<file path="config.mk">
export PLATFORM = sky130hd
export DESIGN_NAME = uart_regfront
export DESIGN_NICKNAME = d
export VERILOG_FILES = /design/src/rtl/urf_pkg.sv /design/src/rtl/urf_decode.sv /design/src/rtl/urf_rx_hold.sv /design/src/rtl/urf_tx_stage.sv /design/src/rtl/uart_regfront.sv
export SDC_FILE = /design/constraint.sdc
export NUM_CORES = 1
export LEC_CHECK = 0
export BUFFER_PORTS_ARGS = -buffer_cell sky130_fd_sc_hd__buf_2
export CAP_MARGIN = 20
export CORE_ASPECT_RATIO = 0.7
export CORE_MARGIN = 5
export CORE_UTILIZATION = 47
export CTS_BUF_LIST = sky130_fd_sc_hd__clkbuf_16
export DETAILED_ROUTE_END_ITERATION = 16
export PLACE_DENSITY = 0.75
export SKIP_CTS_REPAIR_TIMING = 1
export SLEW_MARGIN = 20
export SYNTH_ARGS = -nofsm -noshare
export SYNTH_HDL_FRONTEND = slang
export SYNTH_SLANG_ARGS = --single-unit
</file>
<file path="constraint.sdc">
create_clock -name clk -period 1.7 [get_ports clk]
set_input_delay 0.085 -clock clk [delete_from_list [all_inputs] [get_ports clk]]
set_output_delay 0.085 -clock clk [all_outputs]
set_load 0.05 [all_outputs]
</file>
<file path="src/rtl/urf_pkg.sv">
package urf_pkg;
  localparam int unsigned STAT_W   = 8;
  localparam int unsigned BE_W     = 4;
  // status bit positions (decoded by software)
  localparam int unsigned ST_RXV   = 0;
  localparam int unsigned ST_TXB   = 3;
  localparam int unsigned ST_OVR   = 5;
  localparam int unsigned ST_FRM   = 6;
  localparam int unsigned ST_PAR   = 7;
  // word indices inside the windows
  localparam int unsigned IDX_RX   = 0;
  localparam int unsigned IDX_TX   = 1;
  localparam int unsigned IDX_STAT = 2;
  localparam int unsigned IDX_BAUD = 0;

  typedef struct packed {
    logic rx;
    logic tx;
    logic stat;
    logic baud;
  } hit_t;
endpackage

</file>
<file path="src/rtl/urf_decode.sv">
module urf_decode
  import urf_pkg::*;
#(
  parameter int unsigned ADDR_W = 4
) (
  input  logic              bus_sel,
  input  logic [ADDR_W-1:0] bus_addr,
  input  logic [BE_W-1:0]   bus_be,
  input  logic              bus_rd,
  input  logic              bus_wr,
  output hit_t              rd_hit,
  output hit_t              wr_hit,
  output logic              rd_any
);
  localparam int unsigned IDX_W = ADDR_W - 2;

  logic             full_word;
  logic [IDX_W-1:0] idx;
  hit_t             sel_hit;

  assign idx       = bus_addr[ADDR_W-1:2];
  assign full_word = (bus_be == {BE_W{1'b1}}) && (bus_addr[1:0] == 2'b00);

  always_comb begin
    sel_hit      = '0;
    sel_hit.rx   = !bus_sel && (idx == IDX_W'(IDX_RX));
    sel_hit.tx   = !bus_sel && (idx == IDX_W'(IDX_TX));
    sel_hit.stat = !bus_sel && (idx == IDX_W'(IDX_STAT));
    sel_hit.baud =  bus_sel && (idx == IDX_W'(IDX_BAUD));
  end

  assign rd_hit = (bus_rd && full_word) ? sel_hit : '0;
  assign wr_hit = (bus_wr && full_word) ? sel_hit : '0;
  assign rd_any = bus_rd;
endmodule

</file>
<file path="src/rtl/urf_rx_hold.sv">
module urf_rx_hold #(
  parameter int unsigned BYTE_W = 8
) (
  input  logic              clk,
  input  logic              rst,
  input  logic              en,
  input  logic              irq_en,
  input  logic              err_irq_en,
  input  logic              strobe,
  input  logic [BYTE_W-1:0] byte_in,
  input  logic              frame_in,
  input  logic              parity_in,
  input  logic              rd_data,
  input  logic              rd_stat,
  output logic [BYTE_W-1:0] data_q,
  output logic              valid_q,
  output logic              ovr_q,
  output logic              frm_q,
  output logic              par_q,
  output logic              irq_rx,
  output logic              irq_err
);
  // a data read frees the holder in the same cycle a new byte may land
  logic held_after_read;
  assign held_after_read = valid_q && !rd_data;

  always_ff @(posedge clk) begin
    if (rst) begin
      data_q  <= '0;
      valid_q <= 1'b0;
      ovr_q   <= 1'b0;
      frm_q   <= 1'b0;
      par_q   <= 1'b0;
      irq_rx  <= 1'b0;
      irq_err <= 1'b0;
    end else begin
      irq_rx  <= 1'b0;
      irq_err <= 1'b0;
      if (rd_data) begin
        valid_q <= 1'b0;
        ovr_q   <= 1'b0;
        frm_q   <= 1'b0;
        par_q   <= 1'b0;
      end else if (rd_stat) begin
        ovr_q   <= 1'b0;
      end
      if (en && strobe) begin
        if (held_after_read) begin
          ovr_q   <= 1'b1;
          irq_err <= err_irq_en;
        end else begin
          data_q  <= byte_in;
          valid_q <= 1'b1;
          frm_q   <= frame_in;
          par_q   <= parity_in;
          irq_rx  <= irq_en;
        end
      end
    end
  end
endmodule

</file>
<file path="src/rtl/urf_tx_stage.sv">
module urf_tx_stage #(
  parameter int unsigned BYTE_W = 8
) (
  input  logic              clk,
  input  logic              rst,
  input  logic              en,
  input  logic              irq_en,
  input  logic              wr,
  input  logic [BYTE_W-1:0] wbyte,
  input  logic              tx_ready,
  output logic              tx_valid,
  output logic [BYTE_W-1:0] tx_data,
  output logic              irq_tx
);
  always_ff @(posedge clk) begin
    if (rst) begin
      tx_valid <= 1'b0;
      tx_data  <= '0;
      irq_tx   <= 1'b0;
    end else begin
      irq_tx <= 1'b0;
      if (tx_valid && tx_ready) begin
        tx_valid <= 1'b0;
      end
      if (wr && en && !tx_valid) begin
        tx_valid <= 1'b1;
        tx_data  <= wbyte;
        irq_tx   <= irq_en;
      end
    end
  end
endmodule

</file>
<file path="src/rtl/uart_regfront.sv">
module uart_regfront
  import urf_pkg::*;
#(
  parameter int unsigned ADDR_W = 4,
  parameter int unsigned DATA_W = 32,
  parameter int unsigned BYTE_W = 8
) (
  input  logic              clk,
  input  logic              rst,
  input  logic              cfg_rx_en,
  input  logic              cfg_tx_en,
  input  logic              cfg_rx_irq_en,
  input  logic              cfg_tx_irq_en,
  input  logic              cfg_err_irq_en,
  input  logic              bus_sel,
  input  logic [ADDR_W-1:0] bus_addr,
  input  logic [3:0]        bus_be,
  input  logic              bus_rd,
  input  logic              bus_wr,
  input  logic [DATA_W-1:0] bus_wdata,
  output logic [DATA_W-1:0] bus_rdata,
  input  logic              rx_strobe,
  input  logic [BYTE_W-1:0] rx_byte,
  input  logic              rx_frame_err,
  input  logic              rx_parity_err,
  output logic              tx_valid,
  output logic [BYTE_W-1:0] tx_data,
  input  logic              tx_ready,
  output logic [DATA_W-1:0] baud_div,
  output logic              irq_rx,
  output logic              irq_tx,
  output logic              irq_err
);
  hit_t              rd_hit, wr_hit;
  logic              rd_any;
  logic [BYTE_W-1:0] rx_data_q;
  logic              rx_valid_q, rx_ovr_q, rx_frm_q, rx_par_q;
  logic [STAT_W-1:0] stat_word;
  logic [DATA_W-1:0] rd_mux;

  urf_decode #(.ADDR_W(ADDR_W)) u_decode (
    .bus_sel (bus_sel),
    .bus_addr(bus_addr),
    .bus_be  (bus_be),
    .bus_rd  (bus_rd),
    .bus_wr  (bus_wr),
    .rd_hit  (rd_hit),
    .wr_hit  (wr_hit),
    .rd_any  (rd_any)
  );

  urf_rx_hold #(.BYTE_W(BYTE_W)) u_rx (
    .clk       (clk),
    .rst       (rst),
    .en        (cfg_rx_en),
    .irq_en    (cfg_rx_irq_en),
    .err_irq_en(cfg_err_irq_en),
    .strobe    (rx_strobe),
    .byte_in   (rx_byte),
    .frame_in  (rx_frame_err),
    .parity_in (rx_parity_err),
    .rd_data   (rd_hit.rx),
    .rd_stat   (rd_hit.stat),
    .data_q    (rx_data_q),
    .valid_q   (rx_valid_q),
    .ovr_q     (rx_ovr_q),
    .frm_q     (rx_frm_q),
    .par_q     (rx_par_q),
    .irq_rx    (irq_rx),
    .irq_err   (irq_err)
  );

  urf_tx_stage #(.BYTE_W(BYTE_W)) u_tx (
    .clk     (clk),
    .rst     (rst),
    .en      (cfg_tx_en),
    .irq_en  (cfg_tx_irq_en),
    .wr      (wr_hit.tx),
    .wbyte   (bus_wdata[BYTE_W-1:0]),
    .tx_ready(tx_ready),
    .tx_valid(tx_valid),
    .tx_data (tx_data),
    .irq_tx  (irq_tx)
  );

  // status word assembly; unused positions read zero
  always_comb begin
    stat_word         = '0;
    stat_word[ST_RXV] = rx_valid_q;
    stat_word[ST_TXB] = tx_valid;
    stat_word[ST_OVR] = rx_ovr_q;
    stat_word[ST_FRM] = rx_frm_q;
    stat_word[ST_PAR] = rx_par_q;
  end

  // baud divisor register in the second window
  always_ff @(posedge clk) begin
    if (rst) begin
      baud_div <= '0;
    end else if (wr_hit.baud) begin
      baud_div <= bus_wdata;
    end
  end

  always_comb begin
    rd_mux = '0;
    unique case (1'b1)
      rd_hit.rx:   rd_mux = DATA_W'(rx_data_q);
      rd_hit.stat: rd_mux = DATA_W'(stat_word);
      rd_hit.baud: rd_mux = baud_div;
      default:     rd_mux = '0;
    endcase
  end

  always_ff @(posedge clk) begin
    if (rst) begin
      bus_rdata <= '0;
    end else if (rd_any) begin
      bus_rdata <= rd_mux;
    end
  end
endmodule

</file>
==> metrics <==
initial antenna violation count=0; DR WL/cell=15.3 µm; Post-synth EDFFs=0; status=finished, violations left; sum of negative setup slack=0 ps; Leak=1.95 nW; XOR/XNOR share of the synthesized area=0%; RSZ-0062 raised after global routing=no; Max FO, Critical Path=9; Tightest Hold Check Type=input pin to register; Worst setup EP type=register; Clock Latency Late Sink=330 ps; adder-cell area share of the yosys netlist=0%; Tmin final=1390 ps; post-synthesis simple-gate area fraction=23.8%; CP cell instances=and4bb_2, and2_1, nand2_1, nor3b_1; max-slew violation count=0; WL final=9610 µm; fin nets=592; Die Span X=111 µm; GRT Overall Usage=21.1%; flops & latches, synth=88; WS Path Type=register to register; Final HPWL DP=6950 µm; largest net degree at the start of global routing=33; vias in the first global route=3168; layout cells sized above 1=32.7%; worst hold slack=-6.25 ps; failing checks=hold timing; yosys warns=0; Yosys cell types=36; sequential fraction of the synthesis area=52.8%; Final period util=81.9%; fillers=590; DR top layer=met4; required time of the critical path=1950 ps; DRC Markers=0; FMAX=0.719 GHz; clk sinks=88; Critical-path top delay cell=dfxtp_1; Syn Nets=444; CTS HTree Levels=3; met2 WL=4400 µm; I/O Buffers=137; met3 WL post-DR=827 µm; final setup fails=0; die height=80.5 µm; Least-Margin Pin Slew=472 ps; total power=0.00426 W; final RePlAce weighted congestion=0.912; async set-reset flop share out of synthesis=0%; Worst path max stage delay=350 ps; die area=8920 µm²; Synth Area in Compound Gates=17.5%; Syn Std Cell Area=3340 µm²; Final Hold Vio Count=3; first-pass GRT wire length=15100 µm; Met1 Wirelength=4270 µm; clk slew on worst S/H paths=60 ps; Avg Inst Size Synth=8.74 µm²; Starting DRT DRC Count=241; Initial Util=49.0%; mux contribution to synthesized area=2.40%; Main synth FF type=dfxtp_1; Max Root-Sink Buffers=2; total vias in the final route=3271; total gr overflow=0; Antenna Cells=0; Startpoint Class=register; CP arrival=1640 ps; largest family of logic cells by synthesized area=simple AND/OR/NAND/NOR gates; CTS tree=yes; Cells after Synth=382; PwrDens=928 nW/µm²; total of max-cap violations=0; Final Skew=3.90 ps; core area=6820 µm²; Detail Route Antenna Nets=0; Rel. slew slack=68.1%; DRT Pass-1 Iters=5; area grow syn2layout=37.5%; row count=25; Max IR drop VDD=0.616 mV; vias per cell=5.20; TritonCTS Buffers=9; io pins=138; clock root buffer=clkbuf_16
-- area by class of cell --
cell class,count,area (µm²),share of cell area (%)
clock buffers,9,225,4.90
clock inverters,7,71.3,1.55
inverters,1,3.75,0.0817
multi-input cells,266,1460,31.7
flip-flops and latches,88,1760,38.4
well taps,94,118,2.56
repair buffers,164,956,20.8
-- cell usage in the layout (no fill, tap or decap), types with 2 or more instances in the layout --
cell / n
buf_2: 137
dfxtp_1: 88
nand2_1: 76
a21oi_1: 44
nor2_1: 30
a22oi_1: 24
nand2b_1: 17
dlygate4sd3_1: 12
buf_4: 12
a31oi_1: 10
nand3_1: 10
o21ai_0: 9
clkbuf_16: 9
mux2i_1: 8
nor2b_1: 6
nand4_1: 6
a222oi_1: 3
and2_1: 3
buf_12: 3
nor3b_1: 2
o211ai_1: 2
clkinv_4: 2
-- per-stage QoR --
step | utilization (%) | hold slack [ps] | setup slack, ps | area (µm²) | cells
6_report | 67.4 | -6.25 | 308 | 4590 | 629
2_1_floorplan | - | 199 | 161 | 3340 | 382
5_1_grt | 67.4 | 0.890 | 181 | 4590 | 629
3_5_place_dp | 61.2 | 319 | 4.07 | 4180 | 601
4_1_cts | 65.6 | -26.2 | 315 | 4470 | 617
3_3_place_gp | 61.2 | 304 | 49.5 | 4180 | 601
-- worst max-delay path, delay by kind of cell, from the launching register on --
family	cells	cell delay, ps
and+or+nand+nor	4	970
DFF	1	350
-- power by group --
part,switching [W],internal [W],total [W]
sequential,0.0000110,0.00208,0.00209
clock,0.000786,0.00114,0.00192
combinational,0.000131,0.000119,0.000250
-- cells in the mapped netlist, types with 2 or more instances --
cell type / n / area, µm²
a31oi_1: 10 / 62.6
nor2_1: 30 / 113
dfxtp_1: 88 / 1760
a21oi_1: 44 / 220
nand3_1: 10 / 50.1
mux2i_1: 8 / 80.1
nand2b_1: 17 / 106
nand2_1: 76 / 285
o21ai_0: 9 / 45.0
clkbuf_1: 24 / 90.1
nand4_1: 6 / 37.5
and2_1: 3 / 18.8
buf_4: 2 / 15.0
nor2b_1: 6 / 37.5
a22oi_1: 24 / 180
o211ai_1: 2 / 15.0
nor3b_1: 2 / 15.0
a222oi_1: 3 / 30.0
-- layer usage --
metal / track usage [%] / vias to the layer above
met1: 26.5 / 1504
met2: 34.9 / 135
met4: 6.03 / 0
li1: - / 1620
met5: 0 / -
met3: 6.70 / 12
-- state kept, by name, indices dropped and copies added, names as in the netlist --
| name | flops |
|---|---|
| u_rx.ovr_q | 1 |
| u_rx.valid_q | 1 |
| u_tx.irq_tx | 1 |
| u_rx.irq_rx | 1 |
| u_tx.tx_data | 8 |
| u_tx.tx_valid | 1 |
| baud_div | 32 |
| u_rx.irq_err | 1 |
| bus_rdata | 32 |
| u_rx.data_q | 8 |
| u_rx.par_q | 1 |
| u_rx.frm_q | 1 |
-- final timing paths --
| kind | endpoint | slack [ps] | cells after the start | startpoint |
|---|---|---|---|---|
| setup / recovery | u_tx.irq_tx$_SDFF_PP0_ | 310 | 4 | u_tx.tx_valid$_SDFFE_PP0P_ |
| hold / removal | baud_div[26]$_SDFFE_PP0P_ | -6 | 3 | bus_wdata[26] |
| setup reg to reg | u_tx.irq_tx$_SDFF_PP0_ | 310 | 4 | u_tx.tx_valid$_SDFFE_PP0P_ |
| hold reg to reg | baud_div[10]$_SDFFE_PP0P_ | 470 | 2 | baud_div[10]$_SDFFE_PP0P_ |
-- kinds of logic after synthesis --
| kind of cell | count (synthesis) |
|---|---|
| AOI/OAI and AO/OA | 95 |
| and+or+nand+nor | 163 |
| DFF | 88 |
| muxes | 8 |
| buffers and inverters | 28 |
Power figures use the tool's default switching activity.
